===== src/rtl/rx_frame_pkg.sv =====
package rx_frame_pkg;

  localparam int WORD_W = 32;

  typedef enum logic [1:0] {
    ST_IDLE = 2'd0,
    ST_SKIP = 2'd1,
    ST_DATA = 2'd2
  } rx_state_e;

  // word-size code to bit count; reserved codes fall back to the widest word
  function automatic logic [5:0] wl_bits(input logic [2:0] code);
    case (code)
      3'd0:    wl_bits = 6'd8;
      3'd1:    wl_bits = 6'd12;
      3'd2:    wl_bits = 6'd16;
      3'd3:    wl_bits = 6'd20;
      3'd4:    wl_bits = 6'd24;
      default: wl_bits = 6'd32;
    endcase
  endfunction

  function automatic logic [WORD_W-1:0] low_mask(input logic [5:0] n);
    if (n >= 6'(WORD_W)) low_mask = '1;
    else                 low_mask = (WORD_W'(1) << n) - WORD_W'(1);
  endfunction

  // place a right-aligned word of code-given size into the receive register
  function automatic logic [WORD_W-1:0] justify(input logic [WORD_W-1:0] w,
                                                input logic [2:0] code,
                                                input logic [1:0] mode);
    logic [5:0]        n;
    logic [WORD_W-1:0] m;
    logic [WORD_W-1:0] z;
    n = wl_bits(code);
    m = low_mask(n);
    z = w & m;
    case (mode)
      2'd1:    justify = z[n-6'd1] ? (z | ~m) : z;
      2'd2:    justify = z << (6'(WORD_W) - n);
      default: justify = z;
    endcase
  endfunction

endpackage


===== src/rtl/rx_frame_seq.sv =====
module rx_frame_seq
  import rx_frame_pkg::*;
#(
  parameter int FLEN_W = 7,
  localparam int SLOT_W = FLEN_W + 1
) (
  input  logic                clk,
  input  logic                rst_n,
  input  logic                rx_en,
  input  logic                bit_tick,
  input  logic                fsync,
  input  logic                sdi,
  input  logic                dual_phase,
  input  logic [FLEN_W-1:0]   flen1,
  input  logic [FLEN_W-1:0]   flen2,
  input  logic [2:0]          wlen1,
  input  logic [2:0]          wlen2,
  input  logic [1:0]          data_dly,
  input  logic [1:0]          cmp_mode,
  input  logic                fs_ignore,
  output logic                word_done,
  output logic [WORD_W-1:0]   word_data,
  output logic [2:0]          word_code,
  output logic [SLOT_W-1:0]   word_slot,
  output logic                frame_start,
  output logic                sync_bad
);

  rx_state_e            state_q, state_d;
  logic [5:0]           bit_q, bit_d;
  logic [FLEN_W-1:0]    wrd_q, wrd_d;
  logic                 ph_q, ph_d;
  logic [SLOT_W-1:0]    slot_q, slot_d;
  logic [WORD_W-1:0]    sreg_q, sreg_d;

  logic                 tick, hit, restart, capture, lsb_first;
  logic [5:0]           cur_b, nbits;
  logic [FLEN_W-1:0]    cur_w, flen_cur;
  logic                 cur_ph;
  logic [SLOT_W-1:0]    cur_sl;
  logic [2:0]           code;
  logic [WORD_W-1:0]    shifted;

  assign tick      = rx_en & bit_tick;
  assign hit       = tick & fsync;
  assign lsb_first = (cmp_mode == 2'd1);

  always_comb begin
    state_d     = state_q;
    bit_d       = bit_q;
    wrd_d       = wrd_q;
    ph_d        = ph_q;
    slot_d      = slot_q;
    sreg_d      = sreg_q;
    word_done   = 1'b0;
    word_data   = '0;
    word_code   = '0;
    word_slot   = '0;
    frame_start = 1'b0;
    sync_bad    = 1'b0;
    restart     = 1'b0;
    capture     = 1'b0;

    // classify this tick
    if (state_q == ST_IDLE) begin
      restart = hit;
    end else if (hit && !fs_ignore) begin
      restart  = 1'b1;
      sync_bad = 1'b1;
    end else if (tick) begin
      if (state_q == ST_DATA) capture = 1'b1;
      else                    state_d = ST_DATA;
    end

    // frame (re)start: counters from zero, delay picks the first data tick
    if (restart) begin
      frame_start = 1'b1;
      bit_d  = '0;
      wrd_d  = '0;
      ph_d   = 1'b0;
      slot_d = '0;
      case (data_dly)
        2'd0:    begin state_d = ST_DATA; capture = 1'b1; end
        2'd1:    state_d = ST_DATA;
        default: state_d = ST_SKIP;
      endcase
    end

    cur_b    = restart ? 6'd0 : bit_q;
    cur_w    = restart ? '0 : wrd_q;
    cur_ph   = restart ? 1'b0 : ph_q;
    cur_sl   = restart ? '0 : slot_q;
    code     = (cmp_mode != 2'd0) ? 3'd0 : (cur_ph ? wlen2 : wlen1);
    nbits    = wl_bits(code);
    flen_cur = cur_ph ? flen2 : flen1;
    shifted  = lsb_first ? {sdi, sreg_q[WORD_W-1:1]} : {sreg_q[WORD_W-2:0], sdi};

    if (capture) begin
      sreg_d = shifted;
      if (cur_b + 6'd1 == nbits) begin
        word_done = 1'b1;
        word_code = code;
        word_slot = cur_sl;
        word_data = lsb_first ? (shifted >> (6'(WORD_W) - nbits))
                              : (shifted & low_mask(nbits));
        bit_d  = '0;
        slot_d = cur_sl + SLOT_W'(1);
        if (cur_w == flen_cur) begin
          wrd_d = '0;
          if (!cur_ph && dual_phase) begin
            ph_d = 1'b1;
          end else begin
            ph_d    = 1'b0;
            state_d = ST_IDLE;
          end
        end else begin
          wrd_d = cur_w + FLEN_W'(1);
        end
      end else begin
        bit_d = cur_b + 6'd1;
      end
    end

    if (!rx_en) begin
      state_d = ST_IDLE;
      bit_d   = '0;
      wrd_d   = '0;
      ph_d    = 1'b0;
      slot_d  = '0;
    end
  end

  always_ff @(posedge clk or negedge rst_n) begin
    if (!rst_n) begin
      state_q <= ST_IDLE;
      bit_q   <= '0;
      wrd_q   <= '0;
      ph_q    <= 1'b0;
      slot_q  <= '0;
      sreg_q  <= '0;
    end else begin
      state_q <= state_d;
      bit_q   <= bit_d;
      wrd_q   <= wrd_d;
      ph_q    <= ph_d;
      slot_q  <= slot_d;
      sreg_q  <= sreg_d;
    end
  end

endmodule


===== src/rtl/rx_frame_buf.sv =====
module rx_frame_buf
  import rx_frame_pkg::*;
(
  input  logic              clk,
  input  logic              rst_n,
  input  logic              rx_en,
  input  logic              wr,
  input  logic [WORD_W-1:0] wdata,
  input  logic [2:0]        wcode,
  input  logic [1:0]        just_mode,
  input  logic              rd,
  output logic [WORD_W-1:0] rdata,
  output logic              ready,
  output logic              full
);

  logic              hold_v_q, hold_v_d;
  logic [WORD_W-1:0] hold_q, hold_d;
  logic [2:0]        hold_c_q, hold_c_d;
  logic              buf_v_q, buf_v_d;
  logic [WORD_W-1:0] buf_q, buf_d;
  logic [2:0]        buf_c_q, buf_c_d;
  logic [WORD_W-1:0] out_q, out_d;
  logic              rdy_q, rdy_d;
  logic              ld_hold, mv_buf, mv_out;

  assign ld_hold = wr && !hold_v_q;
  assign mv_buf  = hold_v_q && !buf_v_q;
  assign mv_out  = buf_v_q && !rdy_q;

  always_comb begin
    hold_v_d = hold_v_q;
    hold_d   = hold_q;
    hold_c_d = hold_c_q;
    buf_v_d  = buf_v_q;
    buf_d    = buf_q;
    buf_c_d  = buf_c_q;
    out_d    = out_q;
    rdy_d    = rdy_q;

    if (mv_buf) begin
      buf_v_d  = 1'b1;
      buf_d    = hold_q;
      buf_c_d  = hold_c_q;
      hold_v_d = 1'b0;
    end
    if (ld_hold) begin
      hold_v_d = 1'b1;
      hold_d   = wdata;
      hold_c_d = wcode;
    end
    if (mv_out) begin
      out_d   = justify(buf_q, buf_c_q, just_mode);
      rdy_d   = 1'b1;
      buf_v_d = mv_buf;
    end else if (rd) begin
      rdy_d = 1'b0;
    end

    if (!rx_en) begin
      hold_v_d = 1'b0;
      buf_v_d  = 1'b0;
      rdy_d    = 1'b0;
    end
  end

  always_ff @(posedge clk or negedge rst_n) begin
    if (!rst_n) begin
      hold_v_q <= 1'b0;
      hold_q   <= '0;
      hold_c_q <= '0;
      buf_v_q  <= 1'b0;
      buf_q    <= '0;
      buf_c_q  <= '0;
      out_q    <= '0;
      rdy_q    <= 1'b0;
    end else begin
      hold_v_q <= hold_v_d;
      hold_q   <= hold_d;
      hold_c_q <= hold_c_d;
      buf_v_q  <= buf_v_d;
      buf_q    <= buf_d;
      buf_c_q  <= buf_c_d;
      out_q    <= out_d;
      rdy_q    <= rdy_d;
    end
  end

  assign rdata = out_q;
  assign ready = rdy_q;
  assign full  = hold_v_q && buf_v_q && rdy_q;

endmodule


===== src/rtl/rx_frame_stat.sv =====
module rx_frame_stat #(
  parameter int SLOT_W  = 8,
  parameter int IRQ_BLK = 16,
  localparam int BLK_W  = $clog2(IRQ_BLK)
) (
  input  logic              clk,
  input  logic              rst_n,
  input  logic              rx_en,
  input  logic [1:0]        irq_sel,
  input  logic              ready,
  input  logic              word_done,
  input  logic [SLOT_W-1:0] word_slot,
  input  logic              frame_start,
  input  logic              sync_bad,
  output logic              sync_err,
  output logic              irq
);

  logic err_q, err_d;
  logic ev_q, ev_d;
  logic blk_end;

  generate
    if (BLK_W > 0) begin : g_blk
      assign blk_end = word_done && (word_slot[BLK_W-1:0] == {BLK_W{1'b1}});
    end else begin : g_every
      assign blk_end = word_done;
    end
  endgenerate

  always_comb begin
    err_d = err_q | sync_bad;
    case (irq_sel)
      2'd1:    ev_d = blk_end;
      2'd2:    ev_d = frame_start;
      2'd3:    ev_d = sync_bad;
      default: ev_d = 1'b0;
    endcase
    if (!rx_en) begin
      err_d = 1'b0;
      ev_d  = 1'b0;
    end
  end

  always_ff @(posedge clk or negedge rst_n) begin
    if (!rst_n) begin
      err_q <= 1'b0;
      ev_q  <= 1'b0;
    end else begin
      err_q <= err_d;
      ev_q  <= ev_d;
    end
  end

  assign sync_err = err_q;
  assign irq      = (irq_sel == 2'd0) ? ready : ev_q;

endmodule


===== src/rtl/rx_frame_port.sv =====
module rx_frame_port
  import rx_frame_pkg::*;
#(
  parameter int FLEN_W  = 7,
  parameter int SLOTS   = 128,
  parameter int IRQ_BLK = 16,
  localparam int SLOT_W = FLEN_W + 1,
  localparam int SIDX_W = $clog2(SLOTS)
) (
  input  logic              clk,
  input  logic              rst_n,
  input  logic              rx_en,
  input  logic              bit_tick,
  input  logic              fsync,
  input  logic              sdi,
  input  logic              dual_phase,
  input  logic [FLEN_W-1:0] flen1,
  input  logic [FLEN_W-1:0] flen2,
  input  logic [2:0]        wlen1,
  input  logic [2:0]        wlen2,
  input  logic [1:0]        data_dly,
  input  logic [1:0]        just_mode,
  input  logic [1:0]        cmp_mode,
  input  logic              fs_ignore,
  input  logic              mc_en,
  input  logic [SLOTS-1:0]  chan_mask,
  input  logic [1:0]        irq_sel,
  input  logic              rd,
  output logic [WORD_W-1:0] rdata,
  output logic              ready,
  output logic              full,
  output logic              sync_err,
  output logic              irq
);

  logic              word_done, frame_start, sync_bad, slot_on;
  logic [WORD_W-1:0] word_data;
  logic [2:0]        word_code;
  logic [SLOT_W-1:0] word_slot;

  rx_frame_seq #(.FLEN_W(FLEN_W)) i_seq (
    .clk(clk), .rst_n(rst_n), .rx_en(rx_en), .bit_tick(bit_tick),
    .fsync(fsync), .sdi(sdi), .dual_phase(dual_phase),
    .flen1(flen1), .flen2(flen2), .wlen1(wlen1), .wlen2(wlen2),
    .data_dly(data_dly), .cmp_mode(cmp_mode), .fs_ignore(fs_ignore),
    .word_done(word_done), .word_data(word_data), .word_code(word_code),
    .word_slot(word_slot), .frame_start(frame_start), .sync_bad(sync_bad)
  );

  // slot gate: out-of-range slots are never stored in multichannel mode
  assign slot_on = !mc_en ||
                   ((32'(word_slot) < SLOTS) && chan_mask[word_slot[SIDX_W-1:0]]);

  rx_frame_buf i_buf (
    .clk(clk), .rst_n(rst_n), .rx_en(rx_en),
    .wr(word_done && slot_on), .wdata(word_data), .wcode(word_code),
    .just_mode(just_mode), .rd(rd),
    .rdata(rdata), .ready(ready), .full(full)
  );

  rx_frame_stat #(.SLOT_W(SLOT_W), .IRQ_BLK(IRQ_BLK)) i_stat (
    .clk(clk), .rst_n(rst_n), .rx_en(rx_en), .irq_sel(irq_sel),
    .ready(ready), .word_done(word_done), .word_slot(word_slot),
    .frame_start(frame_start), .sync_bad(sync_bad),
    .sync_err(sync_err), .irq(irq)
  );

endmodule


===== config.mk =====
export PLATFORM = sky130hd
export DESIGN_NAME = rx_frame_port
export DESIGN_NICKNAME = d
export VERILOG_FILES = /design/src/rtl/rx_frame_pkg.sv /design/src/rtl/rx_frame_seq.sv /design/src/rtl/rx_frame_buf.sv /design/src/rtl/rx_frame_stat.sv /design/src/rtl/rx_frame_port.sv
export SDC_FILE = /design/constraint.sdc
export NUM_CORES = 1
export LEC_CHECK = 0
export BUFFER_PORTS_ARGS = -buffer_cell sky130_fd_sc_hd__buf_2
export CORE_MARGIN = 2
export CORE_UTILIZATION = 58
export DETAILED_ROUTE_END_ITERATION = 10
export PLACE_DENSITY_LB_ADDON = 0.12
export SLEW_MARGIN = 10
export SYNTH_ARGS = -nofsm -noshare
export SYNTH_HDL_FRONTEND = slang
export SYNTH_SLANG_ARGS = --single-unit
export TNS_END_PERCENT = 50

===== constraint.sdc =====
create_clock -name clk -period 8.3 [get_ports clk]
set_clock_uncertainty 0.15 [all_clocks]
set_input_delay 0.415 -clock clk [delete_from_list [all_inputs] [get_ports clk]]
set_output_delay 0.415 -clock clk [all_outputs]
set_load 0.01 [all_outputs]

## After elaboration in Yosys (flattened, before gate mapping)

Index checks and enable logic that the tools add are counted.

- Add/sub/neg operators: 8
- $lt $le $gt $ge: 5
- Eq/ne operators: 22
- Shift-type cells: 4
- Mux-type cells: 80
- Bitwise operators: 7
- Reductions and logical operators: 24

Operator list:

| cell | number |
|---|---|
| $mux W32 | 10 |
| $and A32 B32 Y32 | 2 |
| $pmux W32 S2 | 1 |
| $shl A1 B6 Y32 const A | 2 |
| $sub A32 B2 Y32 const B | 2 |
| $pmux W6 S5 | 2 |
| $mux W8 | 6 |
| $mux W7 | 6 |
| $mux W1 | 32 |
| $not A32 Y32 | 1 |
| $or A32 B32 Y32 | 1 |
| $shl A32 B6 Y32 | 1 |
| $shr A32 B6 Y32 | 1 |
| $mux W6 | 5 |
| $mux W2 | 11 |
| $eq A3 B2 Y1 const B | 4 |
| $ge A6 B6 Y1 const B | 2 |
| $mux W3 | 4 |
| $sub A6 B6 Y6 const A | 2 |
| $logic_and A1 B1 Y1 | 10 |
| $ne A3 B1 Y1 const B | 3 |
| $add A8 B1 Y8 const B | 1 |
| $eq A2 B1 Y1 const B | 4 |
| $eq A2 B2 Y1 const B | 4 |
| other kinds (22) | 33 |

- Bits in registers: 163
- Bits of input ports: 166
- Output and inout bits: 36
- Word-level logic and storage cells: 166

## Logic depth before layout (Yosys ltp)

Gate-level depths: netlist of the first run.

- Word-level depth: 21
- Mapped depth: 30
- Gate-level depth less buffers: 22

## Modules after synthesis

A second synthesis of the first run with hierarchy kept.

- Cells, all modules: 1430
- Area total of the unflattened synthesis: 12748.5 um2

By module, submodules not included:

| module | times used | cells each | area an instance (um2) | seq. area each (um2) |
|---|---|---|---|---|
| rx_frame_buf | 1 | 628 | 6112.1 | 2627.5 |
| rx_frame_seq | 1 | 670 | 5338.9 | 1401.3 |
| rx_frame_port | 1 | 122 | 1189.9 | 0.0 |
| rx_frame_stat | 1 | 10 | 107.6 | 50.0 |

## Least setup slack after synthesis of the first run

OpenSTA, ideal clock, no wires.

- Kind: input to register
- Start point: input rx_en
- End point: register i_buf.hold_c_q[0]
- Library setup time: 0.125 ns
- Arrival: 6.333 ns
- Data required time: 8.025 ns
- Slack: 1.692 ns
- Cell stages on the path: 28
- Path buffers: 8
- Path through: buf_2 -> and3_1 -> nand2_1 -> buf_6 -> clkbuf_1 -> and2_1 -> ha_1 -> nand3_1 -> xnor2_1 -> a211o_1 -> mux2i_2 -> a22oi_1 -> buf_2 -> nor3_1 -> ha_1 -> nor3b_1 -> nand3_1 -> nand2_1 -> buf_2 -> buf_2 -> buf_2 -> nor3_1 -> a2111oi_0 -> nor4_1 -> o311a_1 -> nor4_4 -> buf_6 -> mux2_4

- Cells in the longest elaborated chain, start to end: 19
- Elaborated cells on any way between the ends: 36
- Those cells by class: 1 x add/sub; 1 x order compare; 5 x eq/ne; 21 x mux; 2 x bitwise; 6 x reduce/logical

Ends and longest elaborated chain:

| what | line | source |
|---|---|---|
| start: declaration | rx_frame_port.sv:12 | `input logic rx_en,` |
| $and A1 B1 Y1 (*) | rx_frame_seq.sv:44 | `assign tick = rx_en & bit_tick;` |
| $and A1 B1 Y1 | rx_frame_seq.sv:45 | `assign hit = tick & fsync;` |
| $logic_and A1 B1 Y1 | rx_frame_seq.sv:67 | `end else if (hit && !fs_ignore) begin` |
| $mux W1 | rx_frame_seq.sv:67 |  |
| $mux W1 | rx_frame_seq.sv:65 | `if (state_q == ST_IDLE) begin` |
| $mux W1 | rx_frame_seq.sv:91 | `cur_ph = restart ? 1'b0 : ph_q;` |
| $mux W3 (2 in series) | rx_frame_seq.sv:93 | `code = (cmp_mode != 2'd0) ? 3'd0 : (cur_ph ? wlen2 : wlen1);` |
| $eq A3 B3 Y1 (tied with other cells) | rx_frame_pkg.sv:13 | `case (code)` |
| [2 not listed] | n/a |  |
| $mux W8 | rx_frame_seq.sv:100 | `if (cur_b + 6'd1 == nbits) begin` |
| $mux W8 | rx_frame_seq.sv:98 | `if (capture) begin` |
| $bmux W1 S7 | rx_frame_port.sv:52 | `((32'(word_slot) < SLOTS) && chan_mask[word_slot[SIDX_W-1:0]]);` |
| $mux W1 (not written as such) | rx_frame_port.sv:52 |  |
| $logic_and A1 B1 Y1 | rx_frame_port.sv:52 |  |
| $logic_or A1 B1 Y1 | rx_frame_port.sv:51 | `assign slot_on = !mc_en \|\|` |
| $logic_and A1 B1 Y1 | rx_frame_port.sv:56 | `.wr(word_done && slot_on), .wdata(word_data), .wcode(word_code),` |
| $logic_and A1 B1 Y1 | rx_frame_buf.sv:27 | `assign ld_hold = wr && !hold_v_q;` |
| end signal: assignment | rx_frame_buf.sv:80 | `hold_c_q <= hold_c_d;` |
| end: declaration | rx_frame_buf.sv:19 | `logic [2:0] hold_c_q, hold_c_d;` |

Mark *: on every way between the ends. The rest lies on a longest branch, timed or not. The select of a mux whose other input is x is not followed.
A chain may end at the register's enable or synchronous reset.

## Worst setup path in the final report of the first run

- Start point: register i_seq.state_q[1]
- End point: register i_buf.hold_q[4]

- Cells in the longest elaborated chain, start to end: 16
- Elaborated cells on any way between the ends: 45
- Those cells by class: 3 x add/sub; 2 x order compare; 6 x eq/ne; 2 x shift; 25 x mux; 1 x bitwise; 6 x reduce/logical

Ends and longest elaborated chain:

| what | line | source |
|---|---|---|
| start: declaration | rx_frame_seq.sv:29 | `rx_state_e state_q, state_d;` |
| start signal: assignment | rx_frame_seq.sv:142 | `state_q <= state_d;` |
| $logic_not A2 Y1 | rx_frame_seq.sv:65 |  |
| $mux W1 | rx_frame_seq.sv:65 |  |
| $mux W1 | rx_frame_seq.sv:91 |  |
| $mux W3 (2 in series) | rx_frame_seq.sv:93 |  |
| $eq A3 B3 Y1 (tied with other cells) | rx_frame_pkg.sv:13 |  |
| $pmux W6 S5 | rx_frame_pkg.sv:13 |  |
| $shl A1 B6 Y32 or $eq A6 B6 Y1 (tied branches) | rx_frame_pkg.sv:25, rx_frame_seq.sv:100 |  |
| $sub A32 B2 Y32 or $mux W8 (tied branches) | rx_frame_pkg.sv:25, rx_frame_seq.sv:100 |  |
| $mux W32 or $mux W8 (tied branches) | rx_frame_pkg.sv:24, rx_frame_seq.sv:98 |  |
| $mux W32 or $bmux W1 S7 (tied branches) | rx_frame_seq.sv:100, rx_frame_port.sv:52 |  |
| $mux W32 or $mux W1 (tied branches) | rx_frame_seq.sv:98, rx_frame_port.sv:52 |  |
| $and A32 B32 Y32 or $logic_and A1 B1 Y1 (tied branches) | rx_frame_seq.sv:105, rx_frame_port.sv:52 |  |
| $mux W32 or $logic_or A1 B1 Y1 (tied branches) | rx_frame_seq.sv:104, rx_frame_port.sv:51 |  |
| $mux W32 or $logic_and A1 B1 Y1 (tied branches) | rx_frame_seq.sv:100, rx_frame_port.sv:56 |  |
| $mux W32 or $logic_and A1 B1 Y1 (tied branches) | rx_frame_seq.sv:98, rx_frame_buf.sv:27 |  |
| end signal: assignment | rx_frame_buf.sv:79 | `hold_q <= hold_d;` |
| end: declaration | rx_frame_buf.sv:18 | `logic [WORD_W-1:0] hold_q, hold_d;` |

Parallel ways exist; a longest one is shown, timed or not. The select of a mux whose other input is x is not followed.

==> results of run 1 <==
## synth_stat cells (5+ instances only)
library cell	n
o21a_1	11
buf_6	14
o221ai_1	7
nor2_1	108
dfrtp_1	163
inv_1	29
o21ai_0	97
nor3_1	17
or3_1	5
nand3_1	52
mux2i_1	83
nand2b_1	15
mux2_4	23
and2_1	20
buf_1	6
o2bb2ai_1	5
xor2_1	9
and3_1	16
nor2b_1	17
o211ai_1	18
a211oi_1	24
a21oi_1	120
ha_1	11
clkbuf_1	66
xnor2_1	11
o22a_1	6
a31oi_1	24
o22ai_1	11
a21boi_0	12
a221oi_1	10
nand2_1	213
a2bb2oi_1	6
nand4_1	8
a221o_1	5
nor4_1	11
buf_2	10
a21o_1	13
mux2_2	43
## worst paths after layout
| kind | start | to | slack [ns] | depth (start not counted) |
|---|---|---|---|---|
| worst max-delay path | i_seq.state_q[1] | i_buf.hold_q[4] | 0.61 | 22 |
| worst min-delay path | irq_sel[1] | i_stat.ev_q | 0.09 | 2 |
| max in group asynchronous | rst_n | i_buf.buf_q[19] | 6.10 | 3 |
| min in group asynchronous | rst_n | i_buf.rdata[16] | 0.49 | 2 |
| worst max register to register | i_seq.state_q[1] | i_buf.hold_q[4] | 0.61 | 22 |
| worst min register to register | i_buf.rdata[12] | i_buf.rdata[12] | 0.32 | 2 |
## per-stage QoR
step	power, mW	worst slack [ns]
floorplan	1.26	1.69
global placement	1.45	0.920
detailed placement	1.46	0.594
CTS	2.25	0.576
global route	2.36	0.142
finish	2.25	0.614
## area by class of cell
class | instances | area (um^2)
Multi-Input combinational cell | 1129 | 7290
Fill cell | 1699 | 6610
Sequential cell | 163 | 4080
Timing Repair Buffer | 224 | 1190
Clock buffer | 17 | 425
Tap cell | 270 | 338
Clock inverter | 15 | 185
Inverter | 30 | 113
## what timing repair did
| item | in CTS | in global routing |
|---|---|---|
| endpoints found under the setup margin | 0 | 28 |
| hold buffers | 1 | 0 |
| hold endpoints to repair | 91 | 0 |
| resized for setup | 0 | 1 |
## cells by family (layout without fill, tap and decap cells)
family / count (synthesis) / after routing / synth area share, %
compound gates: 426 / 426 / 23.0
xor+xnor: 20 / 20 / 1.46
fa+ha+maj: 11 / 11 / 1.15
buf+inv: 130 / 286 / 5.16
flops: 163 / 163 / 34.1
mux: 154 / 154 / 14.7
other cells: 1 / 1 / 0.0313
simple gates: 517 / 517 / 20.3
## per-layer routing
metal / vias to the layer above / track usage [%] / wire length [um]
met4: 0 / 11.4 / 1140
met3: 102 / 6.33 / 3210
met1: 5566 / 49.4 / 16400
met2: 618 / 51.4 / 16400
li1: 5511 / - / -
met5: - / 0 / 0
## state kept, by name (all words and copies together), names as in the netlist, 2 cells and up
signal / cells
i_seq.state_q: 2
i_seq.bit_q: 6
i_seq.slot_q: 8
i_buf.buf_c_q: 3
i_buf.hold_q: 32
i_buf.rdata: 32
i_buf.buf_q: 32
i_seq.wrd_q: 7
i_seq.sreg_q: 32
i_buf.hold_c_q: 3
## power by group
part	internal [mW]	leakage, nW	switching [mW]
clock network	0.408	0.292	0.387
logic	0.193	3.88	0.281
registers	0.877	2.08	0.108
==> flow_summary.toml, run 1 <==
[run_status]
status = "finished, final reports clean"

[clock_network]
cts_root_buffer = "clkbuf_16"
cts_tree = "yes"
clk_latency_ns = 0.44
cts.repair_timing.setup_buffer_count = 0
clock_path_buffers = 2
cts_buffers = 17
htree_levels = 4
clk_pin_slew_worst_paths_ns = 0.07
clock-sinks = 163

[layout]
fin_util_pct = 67.3
fin_area_mm2 = 0.0136
syn2layout_area_growth_pct = 13.8
drive_gt1_share_pct = 22.6
final_cell_count_no_fill = 1848
n_antenna_cell = 0
layout_common_cells = "nand2_1 (212), buf_2 (200), dfrtp_1 (163)"
finalNetCount = 1742
layout_commonest_cell = "nand2_1"

[floorplan]
die_w_um = 148
die_h_um = 148
start_util_pct = 59.2
std_cell_rows = 52
design.core.area_mm2 = 0.0202
io_pins = 202
die_area_mm2 = 0.0218

[power]
p_leak_nw = 6.25
ir_worst_vdd_v = 0.000174
p_per_area_mw_per_mm2 = 166

[critical_path]
cp_data_required_time_ns = 8.48
arrival_ns = 7.86
critPathCaptureType = "flip-flop"
critPathLaunchType = "flip-flop"
critPathMaxStageDelay_ns = 0.58
worst-path-buf-inv = 2
critPathSlowestCell = "nor3_1"
cpLargestDelayFamily = "simple AND/OR/NAND/NOR gates"
worstSetupPathType = "reg2reg"
crit_chain = "o21ai_1 -> nand2_1 -> and2_1 -> ha_1 -> nand3_1 -> xnor2_1 -> a211o_1 -> mux2i_2 -> a22oi_1 -> nor3_1 -> ha_1 -> nor3b_1 -> nand3_1 -> nand2_4 -> buf_4 -> mux2i_1 -> a2111oi_0 -> nor4_1 -> o311a_1 -> nor4_4 -> buf_4 -> mux2_2"
critPathMaxFanout = 35

[grt]
grtUsageTotal_pct = 34.0
grt_pass1_vias = 10900
grt_max_degree = 93
grt_pass1_wl_um = 59000
antenna_found_initial = 0
grt.overflow.total = 0

[yosys]
yosysSeqAreaShare_pct = 34.1
synth_fp_nets = 1599
synthCells = 1422
async_reset_ff_share_pct = 100
syn_area_mm2 = 0.0120
synth.distinct_cells = 92
yosys_warnings = 0
synth_area_leaders = "dfrtp_1 (34%), mux2i_1 (6.9%), nand2_1 (6.7%), a21oi_1 (5.0%), o21ai_0 (4.1%)"
yosys.area.top_type = "dfrtp_1"
synth_top_area_share_pct = 34.1
synthFlopType = "dfrtp_1"
avgSynthCellArea_um2 = 8.42
ys_ff_latch = 163
synth_edf_count = 0

[routing]
vias_per_cell = 6.38
wl_um = 37100
firstDrtPassIters = 5
remaining_drc_errors = 0
wl_per_cell_um = 20.1
ant_nets = 0
via_count = 11800
drtIter0Drc = 1213

[flow_run]
drv_cap = 0

[min_path]
holdCritPathClass = "in2reg"

[timing]
rsz0062_at_grt = "false"
max_slew_margin_pct = 25.9
max_freq_mhz = 130
fin_crit_ns = 7.69
final.setup.tns_ns = 0
worst_slew_pin_slew_ns = 1.11
slew_viol_final = 0
fin_crit_sh_pct = 92.6
hold_violations = 0
whs_ns = 0.0868
setup_violations = 0

[placement]
gp_congestion = 0.978
detailed_place_hpwl_um = 27300
portBuffers = 201
post_dp_cell_area_mm2 = 0.0130
place_inst = 1815
No activity file was read; power rests on OpenSTA's default activity.
==> run 2, diff against run 1 <==
--- a/config.mk
+++ b/config.mk
@@ -10,6 +10,7 @@
 export CORE_UTILIZATION = 58
 export DETAILED_ROUTE_END_ITERATION = 10
 export PLACE_DENSITY_LB_ADDON = 0.12
+export RECOVER_POWER = 25
 export SLEW_MARGIN = 10
 export SYNTH_ARGS = -nofsm -noshare
 export SYNTH_HDL_FRONTEND = slang
==> run 2 against run 1 <==
Routed wire length down 0.11%. Non-clock buffer count is the same. Via count about the same. Cell count stayed put. Global-route usage stayed put. Largest power group unchanged. Sequential share of layout area about the same. Core utilization about the same. The flow now finishes with violations (max-capacitance violations, max-slew violations). Critical endpoint unchanged.
==> flow_summary.toml, run 2 (synthesized netlist as in run 1, its figures left out) <==
[layout]
final_cell_count_no_fill = 1848
n_fill_cell = 1701
layout_commonest_cell = "nand2_1"
seq_area_mm2 = 0.00408
finalNetCount = 1742
drive_gt1_share_pct = 22.4
multi_input_area_mm2 = 0.00729
syn2layout_area_growth_pct = 13.7
layout_common_cells = "nand2_1 (212), buf_2 (199), dfrtp_1 (163)"
n_antenna_cell = 0

[clock_network]
clock-sinks = 163
cts_root_buffer = "clkbuf_16"
cts_tree = "yes"
clk_pin_slew_worst_paths_ns = 0.07
htree_levels = 4
cts_buffers = 17
clk_latency_ns = 0.44
clock_path_buffers = 2

[critical_path]
critPathMaxStageDelay_ns = 0.58
critPathCaptureType = "flip-flop"
crit_chain = "o21ai_1 -> nand2_1 -> and2_1 -> ha_1 -> nand3_1 -> xnor2_1 -> a211o_1 -> mux2i_2 -> a22oi_1 -> nor3_1 -> ha_1 -> nor3b_1 -> nand3_1 -> nand2_4 -> buf_4 -> mux2i_1 -> a2111oi_0 -> nor4_1 -> o311a_1 -> nor4_4 -> buf_4 -> mux2_2"
critPathSlowestCell = "nor3_1"
worstSetupPathType = "reg2reg"
cp_data_required_time_ns = 8.48
arrival_ns = 7.86
critPathMaxFanout = 35
critPathLaunchType = "flip-flop"

[routing]
via_count = 11800
wl_per_cell_um = 20.1
firstDrtPassIters = 5
ant_nets = 0
drtIter0Drc = 1213
remaining_drc_errors = 0
wl_um = 37100
vias_per_cell = 6.39

[power]
p_leak_nw = 6.24
clkPwrFrac_pct = 35.3
ir_worst_vdd_v = 0.000173
finalPower_mw = 2.25
p_int_mw = 1.48
p_sw_share_pct = 34.4
p_seq_share_pct = 43.7
p_comb_share_pct = 21.0
p_per_area_mw_per_mm2 = 166
switching_power_uw = 776

[timing]
max_slew_margin_pct = -237
max_freq_mhz = 130
whs_ns = 0.0867
worst_slew_pin_slew_ns = 5.05
rsz0062_at_grt = "false"
fin_crit_sh_pct = 92.6
final.setup.tns_ns = 0
slew_viol_final = 93
setup_slack_ns = 0.614
setup_violations = 0
fin_crit_ns = 7.69
hold_violations = 0

[placement]
gp_congestion = 0.978
detailed_place_hpwl_um = 27300
place_inst = 1815
place_ws_ns = 0.594
portBuffers = 201

[grt]
grt_pass1_vias = 10900
grtUsageTotal_pct = 34.0
grt_pass1_wl_um = 59000
antenna_found_initial = 0
grt_max_degree = 93
grt.overflow.total = 0

[floorplan]
die_h_um = 148
io_pins = 202
design.core.area_mm2 = 0.0202
die_area_mm2 = 0.0218
std_cell_rows = 52
die_w_um = 148
start_util_pct = 59.2

[min_path]
holdCritPathClass = "in2reg"

[run_status]
violations = "max-capacitance violations, max-slew violations"
status = "finished with violations"

[flow_run]
drv_cap = 1
## run 2: cell types whose count changed in the layout (fill, tap and decap cells not counted), sizes merged
cell    before  now
buf        223  221
clkbuf      17   19
## run 2: routing by layer
| layer | GRT usage, % | part of all wire, % |
|---|---|---|
| met4 | 11.4 | 3.1 |
| met2 | 51.4 | 44 |
| met1 | 49.4 | 44 |
| met5 | 0 | 0 |
| met3 | 6.33 | 8.6 |
## run 2: timing repair
| action | CTS | global route |
|---|---|---|
| hold endpoints to repair | 91 | 0 |
| resized for setup | 0 | 1 |
| hold buffers | 1 | 0 |
| setup endpoints to repair | 0 | 28 |
| buffers inserted | 0 | 0 |
## run 2: path summary, 6_finish.rpt
check | slack, ns | end | cells after the start | from
worst max register to register | 0.61 | i_buf.hold_q[4] | 22 | i_seq.state_q[1]
max in group asynchronous | 2.95 | i_buf.buf_q[19] | 3 | rst_n
worst max-delay path | 0.61 | i_buf.hold_q[4] | 22 | i_seq.state_q[1]
min in group asynchronous | 2.22 | i_buf.rdata[16] | 2 | rst_n
worst min-delay path | 0.09 | i_stat.ev_q | 2 | irq_sel[1]
worst min register to register | 0.32 | i_buf.rdata[12] | 2 | i_buf.rdata[12]
## run 2: power groups by stage
| stage | clock network [mW] | logic, mW | registers [mW] |
|---|---|---|---|
| finish | 0.795 | 0.474 | 0.984 |
| global route | 0.842 | 0.524 | 0.992 |
| CTS | 0.804 | 0.470 | 0.979 |
| detailed placement | 0 | 0.467 | 0.994 |
| global placement | 0 | 0.459 | 0.991 |
| floorplan | 0 | 0.297 | 0.962 |
## run 2: cell type report
class	count	area share, %
clock buffer	17	3.12
clock inverter	15	1.36
inverter	30	0.827
multi-input combinational	1129	53.6
sequential	163	30.0
tap	270	2.48
timing repair buffer	224	8.66
## run 2: metrics by stage
| stage | instance area [um^2] | util (%) |
|---|---|---|
| after floorplan | 12000 | - |
| after global placement | 13000 | 64.2 |
| after detailed placement | 13000 | 64.2 |
| after CTS | 13600 | 67.3 |
| after global routing | 13600 | 67.3 |
| final | 13600 | 67.3 |
## run 2: worst max-delay path: cells and delay by family, from the launching register on
| family | cells | cell delay (ns) |
|---|---|---|
| simple gates | 9 | 2.83 |
| compound gates | 5 | 1.89 |
| buf+inv | 2 | 0.82 |
| mux | 3 | 0.70 |
| fa+ha+maj | 2 | 0.57 |
| flops | 1 | 0.43 |
| xor+xnor | 1 | 0.12 |
